===== src/rtl/wake_seq_pkg.sv =====
package wake_seq_pkg;

  typedef enum logic [2:0] {
    WK_SLEEP = 3'd0,
    WK_PWRUP = 3'd1,
    WK_INIT  = 3'd2,
    WK_READY = 3'd3,
    WK_AWAKE = 3'd4
  } wk_state_e;

  typedef enum logic [1:0] {
    LD_IDLE = 2'd0,
    LD_REQ  = 2'd1,
    LD_WAIT = 2'd2
  } ld_phase_e;

  // bit time scaled by 1.391, rounded to nearest
  function automatic int ready_cycles(input int bit_cyc);
    return (bit_cyc * 1391 + 500) / 1000;
  endfunction

endpackage


===== src/rtl/wk_deglitch.sv =====
module wk_deglitch #(
  parameter int STABLE_CYC  = 11,
  parameter int SYNC_STAGES = 2
) (
  input  logic clk,
  input  logic rst_n,
  input  logic raw,
  output logic lvl,
  output logic rise,
  output logic fall
);
  localparam int CW = $clog2(STABLE_CYC + 1);

  logic [SYNC_STAGES-1:0] sync_q;
  logic                   s;
  logic [CW-1:0]          cnt;
  logic                   flip;

  generate
    for (genvar g = 0; g < SYNC_STAGES; g++) begin : g_sync
      if (g == 0) begin : g_first
        always_ff @(posedge clk or negedge rst_n) begin
          if (!rst_n) sync_q[0] <= 1'b0;
          else        sync_q[0] <= raw;
        end
      end else begin : g_next
        always_ff @(posedge clk or negedge rst_n) begin
          if (!rst_n) sync_q[g] <= 1'b0;
          else        sync_q[g] <= sync_q[g-1];
        end
      end
    end
  endgenerate

  assign s    = sync_q[SYNC_STAGES-1];
  assign flip = (s != lvl) && (cnt == CW'(STABLE_CYC - 1));

  always_ff @(posedge clk or negedge rst_n) begin
    if (!rst_n) begin
      lvl  <= 1'b0;
      cnt  <= '0;
      rise <= 1'b0;
      fall <= 1'b0;
    end else begin
      rise <= flip & s;
      fall <= flip & ~s;
      if (s == lvl) begin
        cnt <= '0;
      end else if (flip) begin
        lvl <= s;
        cnt <= '0;
      end else begin
        cnt <= cnt + 1'b1;
      end
    end
  end

  // the filtered level only moves to a value the synchronizer already held
  a_r2_level_follows_sample: assert property (@(posedge clk) disable iff (!rst_n)
    (lvl != $past(lvl)) |-> ($past(s) == lvl));

  // an edge pulse appears only together with a level change
  a_r2_edge_matches_level: assert property (@(posedge clk) disable iff (!rst_n)
    (rise || fall) |-> (lvl != $past(lvl)));

endmodule


===== src/rtl/wk_idle_timer.sv =====
module wk_idle_timer #(
  parameter int LIMIT = 532500
) (
  input  logic clk,
  input  logic rst_n,
  input  logic run,
  input  logic restart,
  input  logic enable,
  output logic expire
);
  localparam int CW = $clog2(LIMIT + 1);
  localparam logic [CW-1:0] LAST = CW'(LIMIT - 1);

  logic [CW-1:0] cnt;

  always_ff @(posedge clk or negedge rst_n) begin
    if (!rst_n) begin
      cnt <= '0;
    end else if (!run || restart) begin
      cnt <= '0;
    end else if (cnt != LAST) begin
      cnt <= cnt + 1'b1;
    end
  end

  assign expire = run && enable && !restart && (cnt == LAST);

  // a timeout never follows directly on a restart (LIMIT is at least 2)
  a_r8_expire_after_quiet: assert property (@(posedge clk) disable iff (!rst_n)
    expire |-> !$past(restart));

endmodule


===== src/rtl/wk_cfg_loader.sv =====
module wk_cfg_loader
  import wake_seq_pkg::*;
#(
  parameter int ADDR_W   = 4,
  parameter int NUM_CFG  = 2,
  parameter int CFG_BASE = 0
) (
  input  logic                 clk,
  input  logic                 rst_n,
  input  logic                 start,
  output logic                 req_valid,
  input  logic                 req_ready,
  output logic [ADDR_W-1:0]    req_addr,
  input  logic                 rsp_valid,
  input  logic [7:0]           rsp_data,
  output logic [8*NUM_CFG-1:0] cfg,
  output logic                 done
);
  localparam int IW = (NUM_CFG > 1) ? $clog2(NUM_CFG) : 1;
  localparam logic [IW-1:0] IDX_LAST = IW'(NUM_CFG - 1);

  ld_phase_e     phase;
  logic [IW-1:0] idx;
  logic          take;
  logic [7:0]    cfg_q [NUM_CFG];

  assign take      = (phase == LD_WAIT) && rsp_valid;
  assign req_valid = (phase == LD_REQ);
  assign req_addr  = ADDR_W'(CFG_BASE) + ADDR_W'(idx);

  always_ff @(posedge clk or negedge rst_n) begin
    if (!rst_n) begin
      phase <= LD_IDLE;
      idx   <= '0;
      done  <= 1'b0;
    end else begin
      done <= 1'b0;
      case (phase)
        LD_IDLE: if (start) begin
          phase <= LD_REQ;
          idx   <= '0;
        end
        LD_REQ: if (req_ready) phase <= LD_WAIT;
        LD_WAIT: if (rsp_valid) begin
          if (idx == IDX_LAST) begin
            phase <= LD_IDLE;
            done  <= 1'b1;
          end else begin
            idx   <= idx + 1'b1;
            phase <= LD_REQ;
          end
        end
        default: phase <= LD_IDLE;
      endcase
    end
  end

  generate
    for (genvar g = 0; g < NUM_CFG; g++) begin : g_byte
      always_ff @(posedge clk or negedge rst_n) begin
        if (!rst_n)                         cfg_q[g] <= 8'h00;
        else if (take && idx == IW'(g))     cfg_q[g] <= rsp_data;
      end
      assign cfg[8*g +: 8] = cfg_q[g];
    end
  endgenerate

  // a stalled request keeps its address until accepted
  a_r5_req_hold: assert property (@(posedge clk) disable iff (!rst_n)
    (req_valid && !req_ready) |=> (req_valid && $stable(req_addr)));

  // completion only follows an accepted response
  a_r5_done_after_rsp: assert property (@(posedge clk) disable iff (!rst_n)
    done |-> $past(rsp_valid));

  // no new request in the cycle after a request was accepted
  a_r5_one_outstanding: assert property (@(posedge clk) disable iff (!rst_n)
    (req_valid && req_ready) |=> !req_valid);

endmodule


===== src/rtl/wake_seq.sv =====
module wake_seq
  import wake_seq_pkg::*;
#(
  parameter int DEGLITCH_CYC = 11,
  parameter int PWRUP_CYC    = 11,
  parameter int BIT_CYC      = 23,
  parameter int IDLE_CYC     = 532500,
  parameter int ADDR_W       = 4,
  parameter int NUM_CFG      = 2,
  parameter int CFG_BASE     = 0
) (
  input  logic                 clk,
  input  logic                 rst_n,
  input  logic                 bus_in,
  output logic                 bus_pd_en,
  output logic                 bus_rx,
  output logic                 mem_req_valid,
  input  logic                 mem_req_ready,
  output logic [ADDR_W-1:0]    mem_req_addr,
  input  logic                 mem_rsp_valid,
  input  logic [7:0]           mem_rsp_data,
  output logic [8*NUM_CFG-1:0] cfg_bytes,
  input  logic                 aslp_wr_en,
  input  logic                 aslp_wr_val,
  input  logic                 soft_rst,
  output logic                 aslp_en,
  output logic                 st_asleep,
  output logic                 st_waking,
  output logic                 st_awake
);
  localparam int READY_CYC = ready_cycles(BIT_CYC);
  localparam int SEQ_MAX   = (PWRUP_CYC > READY_CYC) ? PWRUP_CYC : READY_CYC;
  localparam int SW        = $clog2(SEQ_MAX + 1);

  wk_state_e   state;
  logic [SW-1:0] seq_cnt;
  logic        ld_start, ld_done;
  logic        dg_lvl, dg_rise, dg_fall;
  logic        idle_exp;
  logic        aslp_q;

  wk_deglitch #(
    .STABLE_CYC (DEGLITCH_CYC),
    .SYNC_STAGES(2)
  ) i_deglitch (
    .clk (clk),
    .rst_n(rst_n),
    .raw (bus_in),
    .lvl (dg_lvl),
    .rise(dg_rise),
    .fall(dg_fall)
  );

  wk_cfg_loader #(
    .ADDR_W  (ADDR_W),
    .NUM_CFG (NUM_CFG),
    .CFG_BASE(CFG_BASE)
  ) i_loader (
    .clk      (clk),
    .rst_n    (rst_n),
    .start    (ld_start),
    .req_valid(mem_req_valid),
    .req_ready(mem_req_ready),
    .req_addr (mem_req_addr),
    .rsp_valid(mem_rsp_valid),
    .rsp_data (mem_rsp_data),
    .cfg      (cfg_bytes),
    .done     (ld_done)
  );

  wk_idle_timer #(
    .LIMIT(IDLE_CYC)
  ) i_idle (
    .clk    (clk),
    .rst_n  (rst_n),
    .run    (state == WK_AWAKE),
    .restart(dg_rise | dg_fall | soft_rst),
    .enable (aslp_q),
    .expire (idle_exp)
  );

  // power-state sequence
  always_ff @(posedge clk or negedge rst_n) begin
    if (!rst_n) begin
      state    <= WK_SLEEP;
      seq_cnt  <= '0;
      ld_start <= 1'b0;
    end else begin
      ld_start <= 1'b0;
      case (state)
        WK_SLEEP: if (dg_fall) begin
          state   <= WK_PWRUP;
          seq_cnt <= '0;
        end
        WK_PWRUP: if (seq_cnt == SW'(PWRUP_CYC - 1)) begin
          state    <= WK_INIT;
          ld_start <= 1'b1;
          seq_cnt  <= '0;
        end else begin
          seq_cnt <= seq_cnt + 1'b1;
        end
        WK_INIT: if (ld_done) begin
          state   <= WK_READY;
          seq_cnt <= '0;
        end
        WK_READY: if (seq_cnt == SW'(READY_CYC - 1)) begin
          state   <= WK_AWAKE;
          seq_cnt <= '0;
        end else begin
          seq_cnt <= seq_cnt + 1'b1;
        end
        WK_AWAKE: if (idle_exp) state <= WK_SLEEP;
        default:  state <= WK_SLEEP;
      endcase
    end
  end

  // auto-sleep enable bit
  always_ff @(posedge clk or negedge rst_n) begin
    if (!rst_n)          aslp_q <= 1'b1;
    else if (soft_rst)   aslp_q <= 1'b1;
    else if (aslp_wr_en) aslp_q <= aslp_wr_val;
  end

  assign aslp_en   = aslp_q;
  assign bus_pd_en = (state == WK_READY);
  assign st_asleep = (state == WK_SLEEP);
  assign st_waking = (state == WK_PWRUP) || (state == WK_INIT);
  assign st_awake  = (state == WK_AWAKE);
  assign bus_rx    = st_awake ? dg_lvl : 1'b1;

  // ready-pulse width checker
  logic [SW:0] pd_run;
  always_ff @(posedge clk or negedge rst_n) begin
    if (!rst_n)         pd_run <= '0;
    else if (bus_pd_en) pd_run <= pd_run + 1'b1;
    else                pd_run <= '0;
  end

  // every ready pulse is exactly READY_CYC cycles long
  a_r6_ready_width: assert property (@(posedge clk) disable iff (!rst_n)
    $fell(bus_pd_en) |-> (pd_run == (SW+1)'(READY_CYC)));

  // leaving sleep needs a filtered falling edge
  a_r3_wake_on_fall: assert property (@(posedge clk) disable iff (!rst_n)
    ($past(state) == WK_SLEEP && state != WK_SLEEP) |-> $past(dg_fall));

  // with the enable cleared the awake state is kept
  a_r9_hold_awake: assert property (@(posedge clk) disable iff (!rst_n)
    (state == WK_AWAKE && !aslp_q) |=> (state != WK_SLEEP));

  // state flags are mutually exclusive and complete
  a_r10_flags_onehot: assert property (@(posedge clk) disable iff (!rst_n)
    $onehot({st_asleep, st_waking, bus_pd_en, st_awake}));

  // initialization is entered only from power-up
  a_r4_init_after_pwrup: assert property (@(posedge clk) disable iff (!rst_n)
    ($rose(state == WK_INIT)) |-> ($past(state) == WK_PWRUP));

endmodule


===== config.mk =====
export PLATFORM = sky130hd
export DESIGN_NAME = wake_seq
export DESIGN_NICKNAME = d
export VERILOG_FILES = /design/src/rtl/wake_seq_pkg.sv /design/src/rtl/wk_deglitch.sv /design/src/rtl/wk_idle_timer.sv /design/src/rtl/wk_cfg_loader.sv /design/src/rtl/wake_seq.sv
export SDC_FILE = /design/constraint.sdc
export NUM_CORES = 1
export LEC_CHECK = 0
export BUFFER_PORTS_ARGS = -buffer_cell sky130_fd_sc_hd__buf_4
export CAP_MARGIN = 30
export CORE_MARGIN = 3
export CORE_UTILIZATION = 40
export DETAILED_ROUTE_END_ITERATION = 6
export REMOVE_ABC_BUFFERS = 1
export SYNTH_ARGS = -nofsm -noshare
export SYNTH_HDL_FRONTEND = slang
export SYNTH_HIERARCHICAL = 1
export SYNTH_SLANG_ARGS = --single-unit

===== constraint.sdc =====
create_clock -name clk -period 2.74 [get_ports clk]
set_input_delay 0.274 -clock clk [delete_from_list [all_inputs] [get_ports clk]]
set_output_delay 0.274 -clock clk [all_outputs]
set_load 0.03 [all_outputs]

==> results of run 1 <==
==> placed cells by master, fill, tap and decap left out, drive strengths merged, types with 3 or more instances in the layout <==
| cell | synthesis | routed |
|---|---|---|
| nand2b | 10 | 10 |
| nor2b | 5 | 5 |
| conb | 1 | 3 |
| ha | 5 | 5 |
| and4 | 4 | 4 |
| buf | 10 | 39 |
| and3 | 5 | 5 |
| nand3 | 9 | 9 |
| o31ai | 3 | 3 |
| inv | 11 | 11 |
| nor2 | 19 | 19 |
| clkinv | 0 | 3 |
| a31oi | 3 | 3 |
| dfrtp | 59 | 59 |
| nor3 | 8 | 8 |
| o21ai | 13 | 13 |
| nor4b | 3 | 3 |
| nand2 | 19 | 19 |
| xnor2 | 5 | 5 |
| clkbuf | 2 | 10 |
| or3 | 7 | 7 |
| xor2 | 6 | 6 |
| a21oi | 17 | 17 |
| mux2 | 17 | 17 |
| mux2i | 4 | 4 |
| nand4 | 9 | 9 |
==> final timing paths <==
kind                                           startpoint                             end  slack, ps  cells after the start
setup / recovery                     state[1]$_DFFE_PN0P_      i_idle/cnt[19]$_DFFE_PN0P_        870                      5
hold / removal                                      rst_n       i_idle/cnt[6]$_DFFE_PN0P_        -10                      1
setup reg to reg                     state[1]$_DFFE_PN0P_      i_idle/cnt[19]$_DFFE_PN0P_        870                      5
hold reg to reg            i_deglitch/sync_q[0]$_DFF_PN0_          i_deglitch/s$_DFF_PN0_        350                      0
max in group asynchronous                           rst_n       i_idle/cnt[0]$_DFFE_PN0P_       2240                      1
min in group clk                                   bus_in  i_deglitch/sync_q[0]$_DFF_PN0_         50                      1
==> layer usage <==
layer / vias up / part of all wire, % / GRT usage (%)
met5: - / 0 / 0
met4: 0 / 1.4 / 5.13
met3: 10 / 4.7 / 4.91
met2: 38 / 47 / 22.6
met1: 1044 / 47 / 18.5
li1: 1048 / - / -
==> flip-flops by register name (all words and copies together) (netlist names) <==
| register | count |
|---|---|
| aslp_en | 1 |
| i_deglitch/cnt | 4 |
| i_deglitch/fall | 1 |
| i_deglitch/lvl | 1 |
| i_deglitch/rise | 1 |
| i_deglitch/s | 1 |
| i_deglitch/sync_q | 1 |
| i_idle/cnt | 20 |
| i_loader/cfg | 16 |
| i_loader/done | 1 |
| i_loader/idx | 1 |
| i_loader/phase | 2 |
| ld_start | 1 |
| seq_cnt | 6 |
| state | 3 |
==> logic make-up after synthesis <==
family | after synthesis | share of synthesized area (%)
buffers and inverters | 23 | 4.36
muxes | 21 | 8.72
and+or+nand+nor | 107 | 22.3
adders and majority gates | 5 | 2.06
AOI/OAI and AO/OA | 45 | 9.84
xor gates and xnor gates | 11 | 3.17
other | 1 | 0.123
DFF | 60 | 49.4
==> cell type report <==
| cell class | count | area share [%] |
|---|---|---|
| repair buffers | 39 | 8.19 |
| flip-flops and latches | 60 | 42.0 |
| clock buffers | 10 | 3.85 |
| clock inverters | 6 | 1.79 |
| inverters | 11 | 1.16 |
| multi-input cells | 192 | 39.5 |
| well taps | 99 | 3.47 |
==> cells in the mapped netlist (2+ instances only) <==
library cell,number,area share [%]
clkbuf_1,2,0.25
a21oi_1,15,2.5
buf_4,6,1.5
dfrtp_1,59,49
a41o_1,2,0.66
nand4_1,8,1.6
xor2_1,6,1.7
nand2b_1,10,2.1
and3_1,3,0.62
o21ai_0,10,1.6
a21oi_2,2,0.58
mux2_4,9,4.4
o31ai_1,2,0.49
nor4b_1,2,0.58
or3_1,6,1.2
nand3_1,7,1.2
nor3_1,7,1.2
ha_1,5,2.1
mux2i_1,4,1.3
and4_1,3,0.86
buf_6,3,1.1
nor3b_1,2,0.49
mux2_2,8,3.0
inv_1,11,1.4
o21ai_1,2,0.33
a31oi_1,2,0.41
nor2b_1,4,0.82
nand2_1,18,2.2
xnor2_1,5,1.4
nor2_1,19,2.3
==> critical path: stages (launching register included) <==
cell and delay (ps):
dfrtp_1 540, inv_1 90, and3_1 220, nand2b_1 570
nor2_1 80, a41o_1 260
==> metrics by stage <==
step                      area [um2]  power, W  util, %  hold WS, ps  cells
after floorplan                 2960   0.00101        -        -21.6    263
after global placement          3370   0.00107     46.0          335    401
after detailed placement        3370   0.00107     46.0          340    401
after CTS                       3570   0.00188     48.8         26.9    417
after global routing            3570   0.00194     48.8         19.8    417
final                           3570   0.00185     48.8        -14.8    417
==> power breakdown <==
group	internal (W)	leakage, nW	switching [W]
combinational	0.0000522	0.728	0.0000785
sequential	0.000907	0.810	0.0000153
clock	0.000442	0.0983	0.000356
total	0.00140	1.64	0.000450
==> flow_summary.json, run 1 <==
{
  "tightestPinTransition_ps": 779,
  "path_max_fanout": 19,
  "drv_slew": 0,
  "hold_viol": 9,
  "cts_sinks": 60,
  "io_buffers": 39,
  "crit_required_ps": 2970,
  "rsz0062_at_grt": "no",
  "place_hpwl_um": 3940,
  "num_vias": 2140,
  "first_iter_violations": 110,
  "yosysWarnings": 6,
  "insertion_delay_ps": 340,
  "grt_pass1_wl_um": 9780,
  "synth-main-ff-cell": "dfrtp_1",
  "hold_ws_ps": -14.8,
  "wl_per_cell_um": 13.9,
  "cp-start-kind": "flop",
  "cts_buffers": 9,
  "leakage_nw": 1.64,
  "cap_violations": 0,
  "setup_ws_ps": 867,
  "start_util_pct": 41.5,
  "avgSynthCellArea_um2": 11.1,
  "crit_type": "flop to flop",
  "grt_pass1_vias": 2095,
  "pin_count": 43,
  "multi_input_area_um2": 1410,
  "hp-class": "input pin to async pin",
  "cts_resized": 0,
  "syn_area_um2": 3040,
  "critPathCaptureType": "flop",
  "synth_edf_count": 0,
  "drive_above_1_share_pct": 29.2,
  "grt_remaining_overflow": 0,
  "syn_inst": 273,
  "ys_seq_area_share_pct": 49.4,
  "num_antenna_cells": 0,
  "cts.path.max_buffers": 2,
  "p_per_area_nw_per_um2": 518,
  "slew-limit-headroom_pct": 48.1,
  "status": "complete, but fails checks",
  "vias_per_cell": 5.13,
  "clk_pin_slew_ps": 70,
  "ys_ff_latch": 60,
  "syn_to_final_growth_pct": 17.6,
  "period_share_pct": 68.4,
  "die_h_um": 93.2,
  "synth.distinct_cells": 61,
  "grtUsageTotal_pct": 14.4,
  "die_w_um": 93.2,
  "fmax_mhz": 534,
  "gp_congestion": 0.752,
  "setup_viol": 0,
  "regArea_um2": 1500,
  "postCtsSetupBuffers": 0,
  "violations": "hold timing",
  "htree_num_levels": 3,
  "cts_tree": "done",
  "ctsHoldBuffers": 0,
  "async_flop_share_pct": 100,
  "antenna_found_initial": 0,
  "place_ws_ps": 884,
  "ir_worst_vdd_mv": 0.358,
  "setup-tns-final_ps": 0,
  "core_um2": 7330,
  "nNetsFinal": 334,
  "grt_max_degree": 61,
  "drc": 0,
  "postRouteWirelength_um": 5780,
  "crit_arrival_ps": 2100,
  "die-area_um2": 8680,
  "fill_cells": 672,
  "rows": 31,
  "clockRootBuffer": "clkbuf_8",
  "ant_nets": 0,
  "drt_first_pass_iters": 4,
  "skew_ps": 12.3,
  "fin_crit_ps": 1870
}
(Power assumes the default switching activity.)
==> run 2: changes to the inputs <==
clock period = 1.9 ns   (was 2.74 ns; I/O delays follow)
==> flow_summary.json, run 2 (synthesized netlist as in run 1, its figures left out) <==
{
  "tightestPinTransition_ps": 751,
  "leakage_nw": 1.70,
  "num_antenna_cells": 0,
  "grtUsageTotal_pct": 14.3,
  "cap_violations": 0,
  "grt_pass1_wl_um": 9780,
  "hold_viol": 0,
  "largest_register_ffs": 20,
  "num_vias": 2173,
  "grt_remaining_overflow": 0,
  "critPathCaptureType": "flop",
  "drive_above_1_share_pct": 30.2,
  "r2r_cells": 5,
  "hp-class": "input pin to flop",
  "die-area_um2": 8680,
  "start_util_pct": 41.5,
  "fin_crit_ps": 1700,
  "path_max_fanout": 6,
  "io_buffers": 39,
  "final_common_cell": "dfrtp_1",
  "vias_per_cell": 5.13,
  "seqPwrFrac_pct": 45.0,
  "wl_per_cell_um": 13.6,
  "drt_first_pass_iters": 4,
  "pin_count": 43,
  "antenna_found_initial": 0,
  "place_inst": 406,
  "p_comb_share_pct": 6.7,
  "first_iter_violations": 101,
  "gp_congestion": 0.788,
  "cp-endpoint": "i_idle/cnt[16]$_DFFE_PN0P_",
  "crit_arrival_ps": 1950,
  "drv_slew": 0,
  "postRouteWirelength_um": 5750,
  "multi_input_area_um2": 1420,
  "final_cell_mix": "59 x dfrtp_1, 44 x buf_4, 19 x nor2_1, 18 x nand2_1, 15 x a21oi_1",
  "grt_max_degree": 61,
  "ant_nets": 0,
  "grt_pass1_vias": 2080,
  "layout.cells.non_filler": 424,
  "swShare_pct": 21.2,
  "p_switching_w": 0.000627,
  "p_per_area_nw_per_um2": 803,
  "ir_worst_vdd_mv": 0.543,
  "cts.path.max_buffers": 2,
  "nNetsFinal": 341,
  "die_h_um": 93.2,
  "slew-limit-headroom_pct": 49.9,
  "core_um2": 7330,
  "crit_start": "i_idle/cnt[0]$_DFFE_PN0P_",
  "htree_num_levels": 3,
  "setup-tns-final_ps": 0,
  "status": "complete, no violations",
  "rsz0062_at_grt": "no",
  "setup_viol": 0,
  "postCtsSetupBuffers": 0,
  "r2r_setup_slack_ps": 200,
  "insertion_delay_ps": 330,
  "period_share_pct": 89.2,
  "r2r-start": "i_idle/cnt[0]$_DFFE_PN0P_",
  "intPower_w": 0.00233,
  "clk_pin_slew_ps": 70,
  "place_hpwl_um": 3940,
  "rows": 31,
  "cp-start-kind": "flop",
  "regMostFlops": "i_idle/cnt",
  "clockRootBuffer": "clkbuf_8",
  "crit_required_ps": 2150,
  "cts_buffers": 9,
  "syn_to_final_growth_pct": 21.3,
  "fill_cells": 655,
  "die_w_um": 93.2,
  "crit_type": "flop to flop",
  "cts_sinks": 60,
  "regArea_um2": 1500,
  "cts_tree": "done",
  "skew_ps": 6.68,
  "drc": 0,
  "r2r-end": "i_idle/cnt[16]$_DFFE_PN0P_",
  "clkPwrFrac_pct": 48.4,
  "fmax_mhz": 590
}
==> run 2: routing by layer <==
layer	global-route usage, %	wire (um)
met1	19.2	2700
met2	21.5	2630
met3	4.51	335
met4	5.49	93
met5	0	0
==> run 2: worst min path at each step <==
stage,start,end,cells after the start
4_1_cts,mem_rsp_valid,i_loader/phase[1]$_DFFE_PN0P_,2
3_3_place_gp,bus_in,i_deglitch/sync_q[0]$_DFF_PN0_,1
3_5_place_dp,bus_in,i_deglitch/sync_q[0]$_DFF_PN0_,1
5_1_grt,mem_rsp_valid,i_loader/phase[1]$_DFFE_PN0P_,2
6_report,soft_rst,aslp_en$_DFFE_PN1P_,2
2_1_floorplan,rst_n,i_deglitch/cnt[0]$_DFF_PN0_,0
==> run 2: metrics by stage <==
step / setup WS (ps) / hold WS (ps) / cell area (um2) / power [W] / util, %
2_1_floorplan: 164 / -106 / 2960 / 0.00145 / -
3_3_place_gp: 242 / 301 / 3410 / 0.00155 / 46.5
3_5_place_dp: 165 / 300 / 3410 / 0.00155 / 46.5
4_1_cts: 148 / 36.5 / 3680 / 0.00301 / 50.2
5_1_grt: 37.6 / 43.6 / 3690 / 0.00307 / 50.3
6_report: 205 / 57.1 / 3690 / 0.00296 / 50.3
==> run 2: repair_timing <==
item / in CTS / in global routing
endpoints found under the hold margin: 60 / 0
endpoints found under the setup margin: 0 / 1
resized for setup: 0 / 1
hold buffers: 2 / 0
==> run 2: area by class of cell <==
cell class / count / area share [%]
Inverter: 11 / 1.12
Multi-Input combinational cell: 192 / 38.5
Clock buffer: 12 / 4.21
Sequential cell: 60 / 40.8
Clock inverter: 4 / 2.58
Tap cell: 99 / 3.36
Timing Repair Buffer: 46 / 9.50
==> run 2: power by group through the flow <==
stage | Combinational, W | Sequential [W] | Clock [W]
floorplan | 0.0000628 | 0.00139 | 0
global placement | 0.000195 | 0.00135 | 0
detailed placement | 0.000198 | 0.00135 | 0
CTS | 0.000201 | 0.00133 | 0.00148
global route | 0.000216 | 0.00133 | 0.00152
finish | 0.000197 | 0.00133 | 0.00143
==> run 2: worst max-delay path, cell delays in order, from the launching register on <==
cell and delay, ps:
dfrtp_1 390, ha_1 210, and2_1 300, nand4_4 160, or4_1 420, a21oi_1 150
==> run 3: changes to the inputs <==
CTS_BUF_LIST = sky130_fd_sc_hd__clkbuf_4   (was not set)
==> flow_summary.json, run 3 (synthesized netlist as in run 1, its figures left out) <==
{
  "status": "complete, no violations",
  "fmax_mhz": 575,
  "cts_tree": "done",
  "grtUsageTotal_pct": 14.7,
  "die_h_um": 93.2,
  "place_hpwl_um": 3940,
  "setup-tns-final_ps": 0,
  "seqPwrFrac_pct": 49.9,
  "antenna_found_initial": 0,
  "intPower_w": 0.00207,
  "final_common_cell": "dfrtp_1",
  "crit_type": "flop to primary output",
  "clockRootBuffer": "clkbuf_4",
  "setup_viol": 0,
  "crit_chain": "inv_1 -> and3_1 -> nand2b_1 -> buf_4",
  "cts_sinks": 60,
  "grt_max_degree": 61,
  "critPathCaptureType": "primary output",
  "cap_violations": 0,
  "period_share_pct": 91.6,
  "postCtsSetupBuffers": 0,
  "path_max_fanout": 5,
  "hp-start": "mem_rsp_data[1]",
  "skew_ps": 8.72,
  "hp-class": "input pin to flop",
  "max_stage_delay_ps": 440,
  "grt_remaining_overflow": 0,
  "cts.path.max_buffers": 2,
  "cts_buffers": 9,
  "crit_arrival_ps": 1550,
  "drv_slew": 0,
  "clk_pin_slew_ps": 100,
  "min_to": "i_loader/cfg[1]$_DFFE_PN0P_",
  "grt_pass1_vias": 2144,
  "swShare_pct": 22.2,
  "cp-start-kind": "flop",
  "slew-limit-headroom_pct": 49.2,
  "htree_num_levels": 3,
  "p_comb_share_pct": 8.0,
  "ant_nets": 0,
  "leakage_nw": 1.71,
  "final_util_pct": 50.7,
  "regMostFlops": "i_idle/cnt",
  "crit_slowest_cell": "dfrtp_1",
  "largest_register_ffs": 20,
  "rows": 31,
  "crit_required_ps": 1710,
  "vias_per_cell": 5.15,
  "r2r-end": "i_idle/cnt[16]$_DFFE_PN0P_",
  "nNetsFinal": 351,
  "ir_worst_vdd_mv": 0.464,
  "drc": 0,
  "insertion_delay_ps": 390,
  "r2r_cells": 5,
  "place_ws_ps": 165,
  "r2r-start": "i_idle/cnt[0]$_DFFE_PN0P_",
  "rsz0062_at_grt": "no",
  "io_buffers": 39,
  "tightestPinTransition_ps": 762,
  "fin_crit_ps": 1740,
  "whs_path_depth": 2,
  "place_inst": 406,
  "gp_congestion": 0.788,
  "p_per_area_nw_per_um2": 718,
  "setup_ws_ps": 160,
  "drt_first_pass_iters": 4,
  "num_vias": 2233,
  "drive_above_1_share_pct": 29.0,
  "placed_area_um2": 3410,
  "hold_viol": 0,
  "core_um2": 7330,
  "first_iter_violations": 115,
  "start_util_pct": 41.5,
  "r2r_setup_slack_ps": 190,
  "die_w_um": 93.2,
  "fin_area_um2": 3710,
  "die-area_um2": 8680,
  "syn_to_final_growth_pct": 22.2,
  "num_antenna_cells": 0,
  "wl_per_cell_um": 13.6,
  "p_switching_w": 0.000592,
  "clkPwrFrac_pct": 42.1,
  "layout.cells.non_filler": 434,
  "final_cell_mix": "59 x dfrtp_1, 44 x buf_4, 19 x nor2_1, 18 x nand2_1, 15 x a21oi_1",
  "postRouteWirelength_um": 5900,
  "pin_count": 43,
  "grt_pass1_wl_um": 10000
}
[run 3: cell count changes in the layout (fill, tap and decap cells not counted)]
cell	delta
clkbuf_8	-11
clkbuf_1	-1
clkbuf_4	+10
clkinv_1	+2
dlygate4sd3_1	+10
[run 3: area by class of cell]
cell class              instances  area, um2
flip-flops and latches         60       1500
inverters                      11       41.3
multi-input cells             192       1420
fillers                       660       3620
well taps                      99        124
clock buffers                  10       75.1
clock inverters                 6        103
repair buffers                 56        450
[run 3: power by group through the flow]
stage                     Combinational [W]  Clock [W]  Sequential [W]
after CTS                          0.000215    0.00117         0.00133
final                              0.000214    0.00112         0.00133
after global routing               0.000234    0.00123         0.00133
after floorplan                   0.0000628          0         0.00139
after detailed placement           0.000198          0         0.00135
after global placement             0.000195          0         0.00135
[run 3: worst max-delay path by stage]
stage | depth (start not counted) | endpoint | slack [ps] | start
floorplan | 7 | state[2]$_DFFE_PN0P_ | 160 | state[0]$_DFFE_PN0P_
global placement | 5 | i_idle/cnt[13]$_DFFE_PN0P_ | 240 | i_idle/cnt[0]$_DFFE_PN0P_
detailed placement | 5 | i_idle/cnt[13]$_DFFE_PN0P_ | 160 | i_idle/cnt[0]$_DFFE_PN0P_
CTS | 4 | bus_rx | 120 | state[0]$_DFFE_PN0P_
global route | 5 | i_idle/cnt[13]$_DFFE_PN0P_ | 30 | i_idle/cnt[0]$_DFFE_PN0P_
finish | 4 | bus_rx | 160 | state[0]$_DFFE_PN0P_
[run 3: timing repair]
item,in CTS,in global routing
resized for setup,0,1
endpoints found under the setup margin,0,1
hold endpoints to repair,70,1
hold buffers,11,1
[run 3: through the flow]
step | total power [W] | hold WS [ps]
after floorplan | 0.00145 | -106
after CTS | 0.00272 | 1.50
after detailed placement | 0.00155 | 300
final | 0.00267 | 43.5
after global placement | 0.00155 | 301
after global routing | 0.00280 | 0.948
[run 3: worst max-delay path, delay by kind of cell, from the launching register on]
family / cells / cell delay (ps)
simple gates: 2 / 360
flops: 1 / 440
buf+inv: 2 / 360
[run 3: per-layer routing]
metal | vias up | routed length, um | track usage, %
li1 | 1084 | - | -
met1 | 1076 | 2810 | 19.7
met2 | 66 | 2720 | 22.1
met3 | 7 | 330 | 6.28
met4 | 0 | 44 | 3.54
met5 | - | 0 | 0
